--- src/rtl/ccd_seq_pkg.sv ---
package ccd_seq_pkg;
  localparam int unsigned NPH = 4;
  // image-section pump windows [on, off), rest level per phase
  localparam int unsigned IMG_ON  [NPH] = '{19, 28, 37, 46};
  localparam int unsigned IMG_OFF [NPH] = '{64, 55, 46, 64};
  localparam bit          IMG_IDLE[NPH] = '{1'b1, 1'b1, 1'b0, 1'b0};
  // storage-section line shift windows, rest low
  localparam int unsigned STG_ON  [NPH] = '{20, 32, 26, 38};
  localparam int unsigned STG_OFF [NPH] = '{50, 62, 44, 56};
endpackage

--- src/rtl/ccd_line_cnt.sv ---
module ccd_line_cnt #(
  parameter int unsigned LINE_LEN = 1152,
  localparam int unsigned CNT_W   = $clog2(LINE_LEN)
) (
  input  logic             clk_i,
  input  logic             rst_ni,
  input  logic             restart_i,
  output logic [CNT_W-1:0] cnt_o,
  output logic             wrap_o
);
  localparam logic [CNT_W-1:0] LAST = CNT_W'(LINE_LEN - 1);

  logic [CNT_W-1:0] cnt_q;

  assign wrap_o = restart_i | (cnt_q == LAST);
  assign cnt_o  = cnt_q;

  always_ff @(posedge clk_i or negedge rst_ni) begin
    if (!rst_ni)     cnt_q <= '0;
    else if (wrap_o) cnt_q <= '0;
    else             cnt_q <= cnt_q + 1'b1;
  end
endmodule

--- src/rtl/ccd_win.sv ---
// Registered window decode: q = IDLE outside [START,STOP), inverted inside.
// START > STOP selects a window that wraps through count 0.
module ccd_win #(
  parameter int unsigned CNT_W = 11,
  parameter int unsigned START = 0,
  parameter int unsigned STOP  = 1,
  parameter bit          IDLE  = 1'b0
) (
  input  logic             clk_i,
  input  logic             rst_ni,
  input  logic [CNT_W-1:0] cnt_i,
  input  logic             gate_i,
  output logic             q_o
);
  localparam logic [CNT_W-1:0] S = CNT_W'(START);
  localparam logic [CNT_W-1:0] E = CNT_W'(STOP);

  logic hit;

  generate
    if (START == 0) begin : g_from_zero
      assign hit = (cnt_i < E);
    end else if (START > STOP) begin : g_wrap
      assign hit = (cnt_i >= S) || (cnt_i < E);
    end else begin : g_plain
      assign hit = (cnt_i >= S) && (cnt_i < E);
    end
  endgenerate

  always_ff @(posedge clk_i or negedge rst_ni) begin
    if (!rst_ni) q_o <= IDLE;
    else         q_o <= IDLE ^ (hit & gate_i);
  end
endmodule

--- src/rtl/ccd_line_seq.sv ---
module ccd_line_seq
  import ccd_seq_pkg::*;
#(
  parameter int unsigned LINE_LEN  = 1152,
  parameter int unsigned HSTOP_END = 72,
  parameter int unsigned PB_END    = 80,
  parameter int unsigned CLAMP_END = 80,
  parameter int unsigned CB_START  = 1131,
  parameter int unsigned CB_END    = 100,
  parameter int unsigned CR_START  = 19,
  parameter int unsigned CR_END    = 64
) (
  input  logic       clk_i,
  input  logic       rst_ni,
  input  logic       line_start_i,
  input  logic       shutter_en_i,
  output logic [3:0] img_ph_o,
  output logic [3:0] stg_ph_o,
  output logic       hreg_run_o,
  output logic       pre_blank_o,
  output logic       clamp_o,
  output logic       comp_blank_o,
  output logic       charge_rst_o
);
  localparam int unsigned CNT_W = $clog2(LINE_LEN);

  logic [CNT_W-1:0] cnt;
  logic             wrap;
  logic             shut_q;

  ccd_line_cnt #(.LINE_LEN(LINE_LEN)) u_cnt (
    .clk_i    (clk_i),
    .rst_ni   (rst_ni),
    .restart_i(line_start_i),
    .cnt_o    (cnt),
    .wrap_o   (wrap)
  );

  // shutter request latched once per line, at the count-zero boundary
  always_ff @(posedge clk_i or negedge rst_ni) begin
    if (!rst_ni)   shut_q <= 1'b0;
    else if (wrap) shut_q <= shutter_en_i;
  end

  for (genvar g = 0; g < NPH; g++) begin : g_img
    ccd_win #(.CNT_W(CNT_W), .START(IMG_ON[g]), .STOP(IMG_OFF[g]), .IDLE(IMG_IDLE[g])) u_w (
      .clk_i(clk_i), .rst_ni(rst_ni), .cnt_i(cnt), .gate_i(1'b1), .q_o(img_ph_o[g])
    );
  end

  for (genvar g = 0; g < NPH; g++) begin : g_stg
    ccd_win #(.CNT_W(CNT_W), .START(STG_ON[g]), .STOP(STG_OFF[g]), .IDLE(1'b0)) u_w (
      .clk_i(clk_i), .rst_ni(rst_ni), .cnt_i(cnt), .gate_i(1'b1), .q_o(stg_ph_o[g])
    );
  end

  ccd_win #(.CNT_W(CNT_W), .START(0), .STOP(HSTOP_END), .IDLE(1'b1)) u_hreg (
    .clk_i(clk_i), .rst_ni(rst_ni), .cnt_i(cnt), .gate_i(1'b1), .q_o(hreg_run_o)
  );

  ccd_win #(.CNT_W(CNT_W), .START(0), .STOP(PB_END), .IDLE(1'b0)) u_pb (
    .clk_i(clk_i), .rst_ni(rst_ni), .cnt_i(cnt), .gate_i(1'b1), .q_o(pre_blank_o)
  );

  ccd_win #(.CNT_W(CNT_W), .START(0), .STOP(CLAMP_END), .IDLE(1'b0)) u_clamp (
    .clk_i(clk_i), .rst_ni(rst_ni), .cnt_i(cnt), .gate_i(1'b1), .q_o(clamp_o)
  );

  ccd_win #(.CNT_W(CNT_W), .START(CB_START), .STOP(CB_END), .IDLE(1'b0)) u_cb (
    .clk_i(clk_i), .rst_ni(rst_ni), .cnt_i(cnt), .gate_i(1'b1), .q_o(comp_blank_o)
  );

  ccd_win #(.CNT_W(CNT_W), .START(CR_START), .STOP(CR_END), .IDLE(1'b0)) u_cr (
    .clk_i(clk_i), .rst_ni(rst_ni), .cnt_i(cnt), .gate_i(shut_q), .q_o(charge_rst_o)
  );
endmodule

--- config.mk ---
export PLATFORM = sky130hd
export DESIGN_NAME = ccd_line_seq
export DESIGN_NICKNAME = d
export VERILOG_FILES = /design/src/rtl/ccd_seq_pkg.sv /design/src/rtl/ccd_line_cnt.sv /design/src/rtl/ccd_win.sv /design/src/rtl/ccd_line_seq.sv
export SDC_FILE = /design/constraint.sdc
export NUM_CORES = 1
export LEC_CHECK = 0
export BUFFER_PORTS_ARGS = -buffer_cell sky130_fd_sc_hd__clkbuf_2
export CAP_MARGIN = 5
export CORE_MARGIN = 2
export CORE_UTILIZATION = 40
export DETAILED_ROUTE_END_ITERATION = 10
export GPL_ROUTABILITY_DRIVEN = 0
export PLACE_DENSITY_LB_ADDON = 0.05
export SLEW_MARGIN = 0
export SYNTH_ARGS = -nofsm -noshare
export SYNTH_HDL_FRONTEND = slang
export SYNTH_SLANG_ARGS = --single-unit
--- constraint.sdc ---
create_clock -name clk_i -period 5.6 [get_ports clk_i]
set_clock_uncertainty 0.05 [all_clocks]
set_input_delay 0.56 -clock clk_i [delete_from_list [all_inputs] [get_ports clk_i]]
set_output_delay 0.56 -clock clk_i [all_outputs]
set_load 0.02 [all_outputs]
# Word-level counts from Yosys, hierarchy flattened
# Cells that the tools add are included.
[word_totals]
regBits = 24
latchBits = 0
mem_bits_rw = 0
rom_bits = 0
out_inout_bits = 13
wordCells = 50
mem_count = 0
[op_classes]
add_sub_neg = 1
multipliers = 0
n_div = 0
order_cmp = 19
eq_ne = 1
shift = 0
n_mux = 1
n_bitwise = 5
reduce_logical = 9
[ops]
columns = ["operator", "count"]
rows = [
  ["11-bit by 6-bit < comparator with 1-bit output, second input constant", 6],
  ["11-bit by 5-bit greater-or-equal comparator with 1-bit output, second input constant", 4],
  ["11-bit by 6-bit greater-or-equal comparator with 1-bit output, second input constant", 4],
  ["11-bit by 7-bit < comparator with 1-bit output, second input constant", 4],
  ["11-bit by 1-bit adder with 11-bit output, second input constant", 1],
  ["11-bit == test, second input constant", 1],
  ["11-bit greater-or-equal comparator, second input constant", 1],
  ["11-bit 2-to-1 mux", 1],
  ["1-bit logical AND", 8],
  ["1-bit NOT", 3],
  ["1-bit AND", 1],
  ["1-bit logical OR", 1],
  ["1-bit bitwise OR", 1],
]

# Logic depth before layout (Yosys ltp)
# Gate-level depths: netlist (run 1).
[depth]
depth_word = 3
mapped_depth = 6
mapped_depth_nobuf = 5

# Cells and area by module
# A second synthesis (run 1) with hierarchy kept.
[hier_totals]
hier_cells = 132
area_unflattened_um2 = 1433.9
[by_module_without_submodules]
columns = ["module", "instances", "cells_per_inst", "area_per_inst_um2", "seq_area_each_um2"]
rows = [
  ["ccd_line_cnt", 1, 51, 541.8, 275.3],
  ["ccd_win at g_stg[3].u_w ...", 2, 5, 61.3, 25.0],
  ["ccd_win at u_cb", 1, 12, 110.1, 25.0],
  ["ccd_win at u_clamp ...", 2, 4, 52.6, 25.0],
  ["ccd_win at g_img[2].u_w", 1, 6, 78.8, 25.0],
  ["ccd_win at g_img[1].u_w", 1, 7, 71.3, 26.3],
  ["ccd_win at g_stg[2].u_w", 1, 8, 71.3, 25.0],
  ["ccd_win at g_stg[0].u_w", 1, 7, 70.1, 25.0],
  ["ccd_win at g_img[3].u_w", 1, 5, 58.8, 25.0],
  ["ccd_win at g_img[0].u_w", 1, 5, 57.6, 26.3],
  ["ccd_win at g_stg[1].u_w", 1, 5, 52.6, 25.0],
  ["ccd_win at u_hreg", 1, 5, 50.0, 26.3],
  ["ccd_line_seq", 1, 3, 43.8, 25.0],
]

# Least setup slack after synthesis (run 1)
# OpenSTA, ideal clock, no wires.
[synth_path]
path_type = "reg-to-reg"
from = "reg u_cnt.cnt_q[0], in the netlist u_cnt.cnt_o[0]"
to = "reg shut_q"
setup_ps = 125
arrival_ps = 1590
required_time_ps = 5425
slack_ps = 3835
path_stages_with_launch = 5
n_path_buf = 0
path_cell_list = "dfrtp_1 -> ha_1 -> nand4_2 -> o31ai_4 -> mux2_2"
[synth_between]
elab_chain_len = 2
[synth_rtl]
columns = ["element", "line_no", "source"]
rows = [
  ["start, declared", "ccd_line_cnt.sv:13", "logic [CNT_W-1:0] cnt_q;"],
  ["start signal, assigned", "ccd_line_cnt.sv:21", "else cnt_q <= cnt_q + 1'b1;"],
  ["11-bit == test", "ccd_line_cnt.sv:15", "assign wrap_o = restart_i | (cnt_q == LAST);"],
  ["1-bit bitwise OR", "ccd_line_cnt.sv:15", ""],
  ["end signal, assigned", "ccd_line_seq.sv:42", "else if (wrap) shut_q <= shutter_en_i;"],
  ["end, declared", "ccd_line_seq.sv:29", "logic shut_q;"],
]
# Every way passes these cells.
# A chain may end at the register's enable or synchronous reset.

# Final worst setup path (run 1)
[layout_path]
from = "reg u_cnt.cnt_q[1], in the netlist u_cnt.cnt_o[1]"
to = "reg shut_q"
# Same word-level chain as after synthesis.

==> results.yml, run 1 <==
run_status:
  status: "finished, final reports clean"
finish:
  syn_to_final_growth_pct: 6.608
  seqCellArea_um2: 604.3
  diodes: 0
  drive_above_1_share_pct: 20.93
  nNetsFinal: 137
  layout_common_cells: "dfrtp_1 (21), clkbuf_2 (16), a21oi_1 (9)"
  multi_input_area_um2: 538.0
  fillCellCount: 298
  fin_util_pct: 44.67
  layout_commonest_cell: "dfrtp_1"
drt:
  routed_via_density: 5.289
  drcViolationCount: 0
  ant_nets: 0
  first_pass_iters: 4
  wl_mm: 2.387
  routedWlPerCell_um: 13.80
  first_iter_violations: 18
  dr_total_vias: 915
floorplanning:
  io_pins: 17
  die_w_um: 60.32
  die_y_um: 60.32
  core_um2: 3028
  row_count: 20
  start_util_pct: 41.90
  die_area_um2: 3639
critical_path:
  setup.worst_path.start_class: "register"
  arrival_ns: 2.26
  worstPathRequired_ns: 5.76
  r2r-start: "u_cnt.cnt_o[1]"
  regToRegSetupSlack_ns: 3.51
  cp_max_fo: 11
  worst_r2r_path_depth: 4
  criticalPathCategory: "register to register"
  rr_endpoint: "shut_q"
  setup.worst_path.end_class: "register"
global_route:
  grt_pass1_vias: 824
  grt_pass1_wl_mm: 4.126
  grt_max_degree: 25
  overflow: 0
  track_usage_pct: 15.26
  grt_antenna_before_repair: 0
timing:
  period_share_pct: 37.38
  min_period_ns: 2.093
  worst_pin_slew_ns: 0.5914
  rsz0062_at_grt: "false"
  max_slew_margin_pct: 60.57
  hold_viol: 0
  slew_violations: 0
  fmax_ghz: 0.4777
  setup_viol: 0
  fin_tns_setup_ns: 0
placement:
  hpwl_mm: 1.638
  io_buffers: 16
yosys:
  synth_top_area_share_pct: 41.42
  syn_avg_cell_area_um2: 9.990
  ys_types: 41
  synth_area_um2: 1269
  yosysTopAreaCell: "dfrtp_1"
  synth.area.top_cells: "dfrtp_1 (41%), dfstp_2 (6.2%), buf_4 (5.3%)"
  yosysSeqAreaShare_pct: 47.63
  yosys_warnings: 0
  synth.net_count: 134
  synth_cells: 127
  synth-seq-cells: 24
clocking:
  clk_latency_ns: 0.31
  post_cts_buffers: 0
  cts_tree: "done"
  cts_buffer_depth: 2
  root_buffer: "clkbuf_4"
  cts_resized: 0
  clock-sinks: 24
  holdBufCountCts: 0
  clk_pin_slew_ns: 0.14
  htree_levels: 1
  cts-buffers-inserted: 3
pwr:
  leakage_uw: 0.0005732
  ir_worst_vdd_uv: 96.33
  power.density_nw_per_um2: 249.0
run:
  maxCapViolations: 0
hold_path:
  hold_class: "primary input to asynchronous set/reset pin"
==> final cells by class <==
type / count / area share, %
clock buffer: 3 / 1.665
clock inverter: 1 / 2.220
inverter: 6 / 1.665
multi-input combinational: 79 / 39.78
sequential: 24 / 44.68
tap: 44 / 4.070
timing repair buffer: 16 / 5.920
==> flip-flops by register name, indices dropped and copies added (netlist names) <==
signal,cells
u_cnt.cnt_o,11
g_img.u_w.q_o,4
g_stg.u_w.q_o,4
shut_q,1
u_cb.q_o,1
u_clamp.q_o,1
u_cr.q_o,1
u_hreg.q_o,1
==> stage by stage <==
stage               setup slack (ns)  cells  instance area, um2  hold WS, ns  power [uW]
CTS                            3.512    173                1353       0.1820       340.6
finish                         3.507    173                1353       0.1686       336.8
global placement               3.575    169                1300       0.4366       214.6
global route                   3.391    173                1353       0.1932       353.5
floorplan                      3.835    127                1269       0.2144       205.6
detailed placement             3.541    169                1300       0.4415       214.7
==> cells by family after synthesis <==
kind of cell,Yosys count,synth area share [%]
buffers and inverters,24,9.960
XOR/XNOR,3,2.071
AO/OA/AOI/OAI,33,18.64
adder cells (fa/ha/maj),3,2.959
AND/OR/NAND/NOR,38,17.06
multiplexers,2,1.676
flip-flops,24,47.63
==> cell usage after synthesis <==
cell type  instances
a2111o_1           1
a2111oi_0          1
a211oi_1           1
a21o_1             1
a21oi_1            9
a311o_1            1
a31oi_1            4
a41oi_1            1
and2_1             2
buf_2              2
buf_4              9
clkbuf_1           7
dfrtp_1           21
dfstp_2            3
ha_1               3
inv_1              6
mux2_2             1
mux2i_1            1
nand2_1            6
nand2b_1           2
nand3_1            4
nand3b_1           1
nand4_1            1
nand4_2            1
nor2_1             6
nor3_1             3
nor3b_1            1
nor4_1             1
o211ai_1           2
o21ai_0            4
o221ai_1           1
o311ai_0           1
o31a_1             1
o31ai_1            4
o31ai_4            1
or2_1              1
or3_1              5
or3_4              1
or4_1              3
xnor2_1            1
xor2_1             2
==> power breakdown <==
part,switching (uW),internal [uW],total [uW],leakage [uW]
Sequential,7.72,179,187,0.000311
Combinational,15.8,9.02,24.8,0.000235
Clock,53.2,72.3,126,0.0000279
==> per-layer routing <==
layer | track usage, % | vias up | routed length [um]
li1 | - | 456 | -
met1 | 22.58 | 442 | 1219
met2 | 22.67 | 15 | 1083
met3 | 2.597 | 2 | 70
met4 | 4.762 | 0 | 13
met5 | 0 | - | 0
==> worst max-delay path by stage <==
stage / start / end / slack, ns
after global routing: u_cnt.cnt_o[1] / shut_q / 3.39
after global placement: u_cnt.cnt_o[1] / shut_q / 3.58
after CTS: u_cnt.cnt_o[1] / shut_q / 3.51
after floorplan: u_cnt.cnt_o[0] / shut_q / 3.84
final: u_cnt.cnt_o[1] / shut_q / 3.51
after detailed placement: u_cnt.cnt_o[1] / shut_q / 3.54
==> critical path, stage by stage (launching register included) <==
cell	delay (ns)
dfrtp_1	0.56
ha_1	0.33
nand4_2	0.23
o31ai_4	0.45
mux2_2	0.38
(Power assumes the default switching activity.)
==> run 2: changes to the inputs <==
- clock period: 5.6 -> 1.98 ns (I/O delays scaled with it)
==> run 2 against run 1 <==
Final cell count up 4.6%. Highest routed layer unchanged. Setup slack worse by 3.3 ns. Critical path type unchanged. Critical endpoint is now g_img[1].u_w.q_o. Largest cell class unchanged. Combinational power rose to 3.9 times the previous value.
==> results.yml, run 2 (same netlist as run 1, synthesis figures left out) <==
global_route:
  grt_pass1_vias: 960
  grt_pass1_wl_mm: 4.567
  grt_antenna_before_repair: 0
  track_usage_pct: 16.85
  overflow: 0
  grt_max_degree: 25
floorplanning:
  die_w_um: 60.32
  row_count: 20
  die_y_um: 60.32
  start_util_pct: 41.90
  die_area_um2: 3639
  io_pins: 17
  core_um2: 3028
clocking:
  clock-sinks: 24
  htree_levels: 1
  cts_buffer_depth: 2
  cts_resized: 0
  post_cts_buffers: 0
  clk_pin_slew_ns: 0.14
  clk_latency_ns: 0.32
  cts-buffers-inserted: 3
  root_buffer: "clkbuf_4"
  cts_tree: "done"
finish:
  fin_cells: 181
  fin_util_pct: 46.20
  drive_above_1_share_pct: 24.82
  multi_input_area_um2: 538.0
  layout_common_cells: "dfrtp_1 (21), clkbuf_2 (16), a21oi_1 (9)"
  largest_reg_flops: 11
  layout_commonest_cell: "dfrtp_1"
  diodes: 0
  nNetsFinal: 145
  fillCellCount: 315
  syn_to_final_growth_pct: 10.26
  seqCellArea_um2: 604.3
drt:
  dr_total_vias: 971
  ant_nets: 0
  first_iter_violations: 14
  wl_mm: 2.561
  first_pass_iters: 4
  drcViolationCount: 0
  routedWlPerCell_um: 14.15
  routed_via_density: 5.365
timing:
  fmax_ghz: 0.5747
  rsz0062_at_grt: "false"
  min_period_ns: 1.740
  fin_tns_setup_ns: 0
  hold_viol: 0
  layout_setup_ws_ns: 0.2400
  period_share_pct: 87.88
  worst_pin_slew_ns: 0.5826
  slew_violations: 0
  hold_ws_ns: 0.05642
  max_slew_margin_pct: 61.16
  setup_viol: 0
critical_path:
  setup.worst_path.start_class: "register"
  critPathMaxStageDelay_ns: 0.46
  cp_slowest_cell: "dfrtp_1"
  setup.worst_path.end_class: "register"
  criticalPathCategory: "register to register"
  arrival_ns: 1.95
  crit_chain: "or3_4 > or3_1 > a311o_1"
  worstPathRequired_ns: 2.19
  cp_max_fo: 7
pwr:
  seq_power_share_pct: 59.1
  switching_share_pct: 25.27
  power.density_nw_per_um2: 625.3
  internal_power_uw: 653.7
  ir_worst_vdd_uv: 220.7
  p_sw_uw: 221.1
  leakage_uw: 0.0006071
  power_frac_clock_pct: 30.0
  pwr-share-comb_pct: 10.9
run_status:
  status: "finished, final reports clean"
run:
  maxCapViolations: 0
hold_path:
  hold_class: "primary input to register"
placement:
  hpwl_mm: 1.843
  io_buffers: 16
  place_inst: 176
  post-place-ws_ns: 0.2427
[run 2: cell types whose count changed in the layout (fill, tap and decap cells not counted)]
cell	delta
bufinv_16	-1
buf_4	+7
dlygate4sd3_1	+1
clkbuf_8	+1
[run 2: worst paths after layout]
kind / end / startpoint / slack [ns] / cells after the start
setup / recovery: g_img[1].u_w.q_o / u_cnt.cnt_o[7] / 0.24 / 3
hold / removal: shut_q / shutter_en_i / 0.06 / 2
setup reg to reg: g_img[1].u_w.q_o / u_cnt.cnt_o[7] / 0.24 / 3
hold reg to reg: shut_q / shut_q / 0.49 / 1
max in group asynchronous: u_cnt.cnt_o[7] / rst_ni / 1.16 / 2
min in group asynchronous: g_stg[3].u_w.q_o / rst_ni / 0.34 / 2
[run 2: per-layer routing]
layer | vias to the layer above | routed length, um | GRT usage [%]
li1 | 470 | - | -
met1 | 474 | 1195 | 22.22
met2 | 18 | 1216 | 26.55
met3 | 9 | 66 | 2.381
met4 | 0 | 82 | 9.206
met5 | - | 0 | 0
[run 2: layout make-up]
type	instances	share of cell area, %
flip-flops and latches	24	43.20
well taps	44	3.936
repair buffers	24	10.20
clock buffers	4	2.594
inverters	6	1.610
multi-input cells	79	38.46
[run 2: worst max-delay path: cells and delay by family, from the launching register on]
family             cells  cell delay [ns]
and+or+nand+nor        2             0.87
DFF                    1             0.46
AOI/OAI and AO/OA      1             0.31
[run 2: repair_timing]
item / in CTS / in global routing
hold endpoints to repair: 21 / 0
setup endpoints to repair: 0 / 0
hold buffers: 1 / 0
[run 2: power groups by stage]
| stage | clock network, uW | logic, uW | registers (uW) |
|---|---|---|---|
| after global placement | 0 | 94.1 | 526 |
| final | 263 | 95.5 | 517 |
| after CTS | 275 | 97.3 | 517 |
| after global routing | 291 | 108 | 519 |
| after floorplan | 0 | 49.3 | 532 |
| after detailed placement | 0 | 95.3 | 526 |
[run 2: through the flow]
step	total power (uW)	cell area, um2
finish	874.8	1399
global placement	620.3	1353
global route	918.6	1399
CTS	888.8	1399
floorplan	581.6	1269
detailed placement	621.3	1353
==> run 3: changes to the inputs <==
- RECOVER_POWER: not set -> 50
==> run 3 against run 2 <==
Hold slack unchanged. Die area unchanged. Final cell count unchanged. Power about the same. Clock power about the same. Core utilization down 0.29 points. Register-to-register slack about the same. Via count up 0.21%. Sequential power about the same. Global-route usage unchanged. Routed wire length up 0.31%. Critical path depth unchanged. Largest cell class unchanged. Largest power group unchanged.
==> results.yml, run 3 (same netlist as run 1, synthesis figures left out) <==
timing:
  hold_viol: 0
  min_period_ns: 1.740
  setup_viol: 0
  rsz0062_at_grt: "false"
  slew_violations: 0
  worst_pin_slew_ns: 1.255
  layout_setup_ws_ns: 0.2396
  fin_tns_setup_ns: 0
  fmax_ghz: 0.5746
  max_slew_margin_pct: 16.31
  period_share_pct: 87.90
  hold_ws_ns: 0.05642
finish:
  diodes: 0
  layout_commonest_cell: "dfrtp_1"
  layout_common_cells: "dfrtp_1 (21), a21oi_1 (9), clkbuf_2 (9)"
  nNetsFinal: 145
  syn_to_final_growth_pct: 9.566
  fillCellCount: 318
  largest_reg_flops: 11
  seqCellArea_um2: 604.3
  fin_util_pct: 45.91
  drive_above_1_share_pct: 19.71
  fin_cells: 181
  multi_input_area_um2: 538.0
floorplanning:
  core_um2: 3028
  die_y_um: 60.32
  start_util_pct: 41.90
  io_pins: 17
  row_count: 20
  die_area_um2: 3639
  die_w_um: 60.32
global_route:
  grt.busiest_layer: "met2"
  grt.met1_usage_pct: 22.22
  overflow: 0
  grt_antenna_before_repair: 0
  track_usage_pct: 16.85
  grt_pass1_wl_mm: 4.567
  grt_max_degree: 25
  grt_pass1_vias: 960
  use_met3_pct: 2.381
  gr-usage-met2_pct: 26.55
pwr:
  ir_worst_vdd_uv: 221.1
  pwr-share-comb_pct: 10.9
  switching_share_pct: 25.31
  power.density_nw_per_um2: 629.4
  p_sw_uw: 221.4
  seq_power_share_pct: 59.1
  power_frac_clock_pct: 30.0
  internal_power_uw: 653.4
  leakage_uw: 0.0005833
critical_path:
  cp_max_fo: 7
  arrival_ns: 1.95
  worstPathRequired_ns: 2.19
  criticalPathCategory: "register to register"
  setup.worst_path.end_class: "register"
  setup.worst_path.start_class: "register"
placement:
  post-place-ws_ns: 0.2427
  io_buffers: 16
  hpwl_mm: 1.843
  place_inst: 176
hold_path:
  hold_class: "primary input to register"
run_status:
  status: "finished, final reports clean"
drt:
  first_iter_violations: 14
  first_pass_iters: 4
  routedWlPerCell_um: 14.19
  dr_total_vias: 973
  wl_mm: 2.569
  routed_via_density: 5.376
  drcViolationCount: 0
  ant_nets: 0
clocking:
  root_buffer: "clkbuf_4"
  htree_levels: 1
  clk_latency_ns: 0.32
  cts_resized: 0
  cts-buffers-inserted: 3
  clk_pin_slew_ns: 0.14
  cts_tree: "done"
  cts_buffer_depth: 2
  clock-sinks: 24
run:
  maxCapViolations: 0
## run 3: cell counts in the layout (fill, tap and decap cells not counted)
No cell type changed its count.
## run 3: per-stage QoR
step                cell area, um2  power [uW]
floorplan                     1269       581.6
global placement              1353       620.3
detailed placement            1353       621.3
CTS                           1399       888.8
global route                  1390       918.3
finish                        1390       874.9
## run 3: cell type report
| class | count | share of cell area (%) |
|---|---|---|
| inverter | 6 | 1.620 |
| sequential | 24 | 43.47 |
| multi-input combinational | 79 | 38.70 |
| clock buffer | 4 | 2.610 |
| timing repair buffer | 24 | 9.631 |
| tap | 44 | 3.960 |
## run 3: path summary, 6_finish.rpt
| kind | from | end | slack (ns) | depth (start not counted) |
|---|---|---|---|---|
| min in group asynchronous | rst_ni | g_stg[3].u_w.q_o | 0.60 | 2 |
| max | u_cnt.cnt_o[7] | g_img[1].u_w.q_o | 0.24 | 3 |
| min reg2reg | shut_q | shut_q | 0.49 | 1 |
| max in group asynchronous | rst_ni | u_cnt.cnt_o[7] | 0.54 | 2 |
| min | shutter_en_i | shut_q | 0.06 | 2 |
| max reg2reg | u_cnt.cnt_o[7] | g_img[1].u_w.q_o | 0.24 | 3 |
## run 3: critical path, cell delays in order (launching register included)
cell and delay [ns]:
dfrtp_1 0.46, or3_4 0.43, or3_1 0.44, a311o_1 0.31
## run 3: repair_timing
item	in CTS	in global routing
endpoints found under the setup margin	0	0
setup buffers	0	0
hold endpoints to repair	21	0
hold buffers	1	0
## run 3: power groups by stage
stage / sequential [uW] / combinational [uW] / clock, uW
2_1_floorplan: 532 / 49.3 / 0
3_3_place_gp: 526 / 94.1 / 0
3_5_place_dp: 526 / 95.3 / 0
4_1_cts: 517 / 97.3 / 275
5_1_grt: 519 / 108 / 291
6_report: 517 / 95.3 / 263
## run 3: layer usage
metal  up-vias  part of all wire, %
met3         9                  2.7
li1        469                    -
met2        18                   47
met1       477                   47
met4         0                  3.2
met5         -                    0
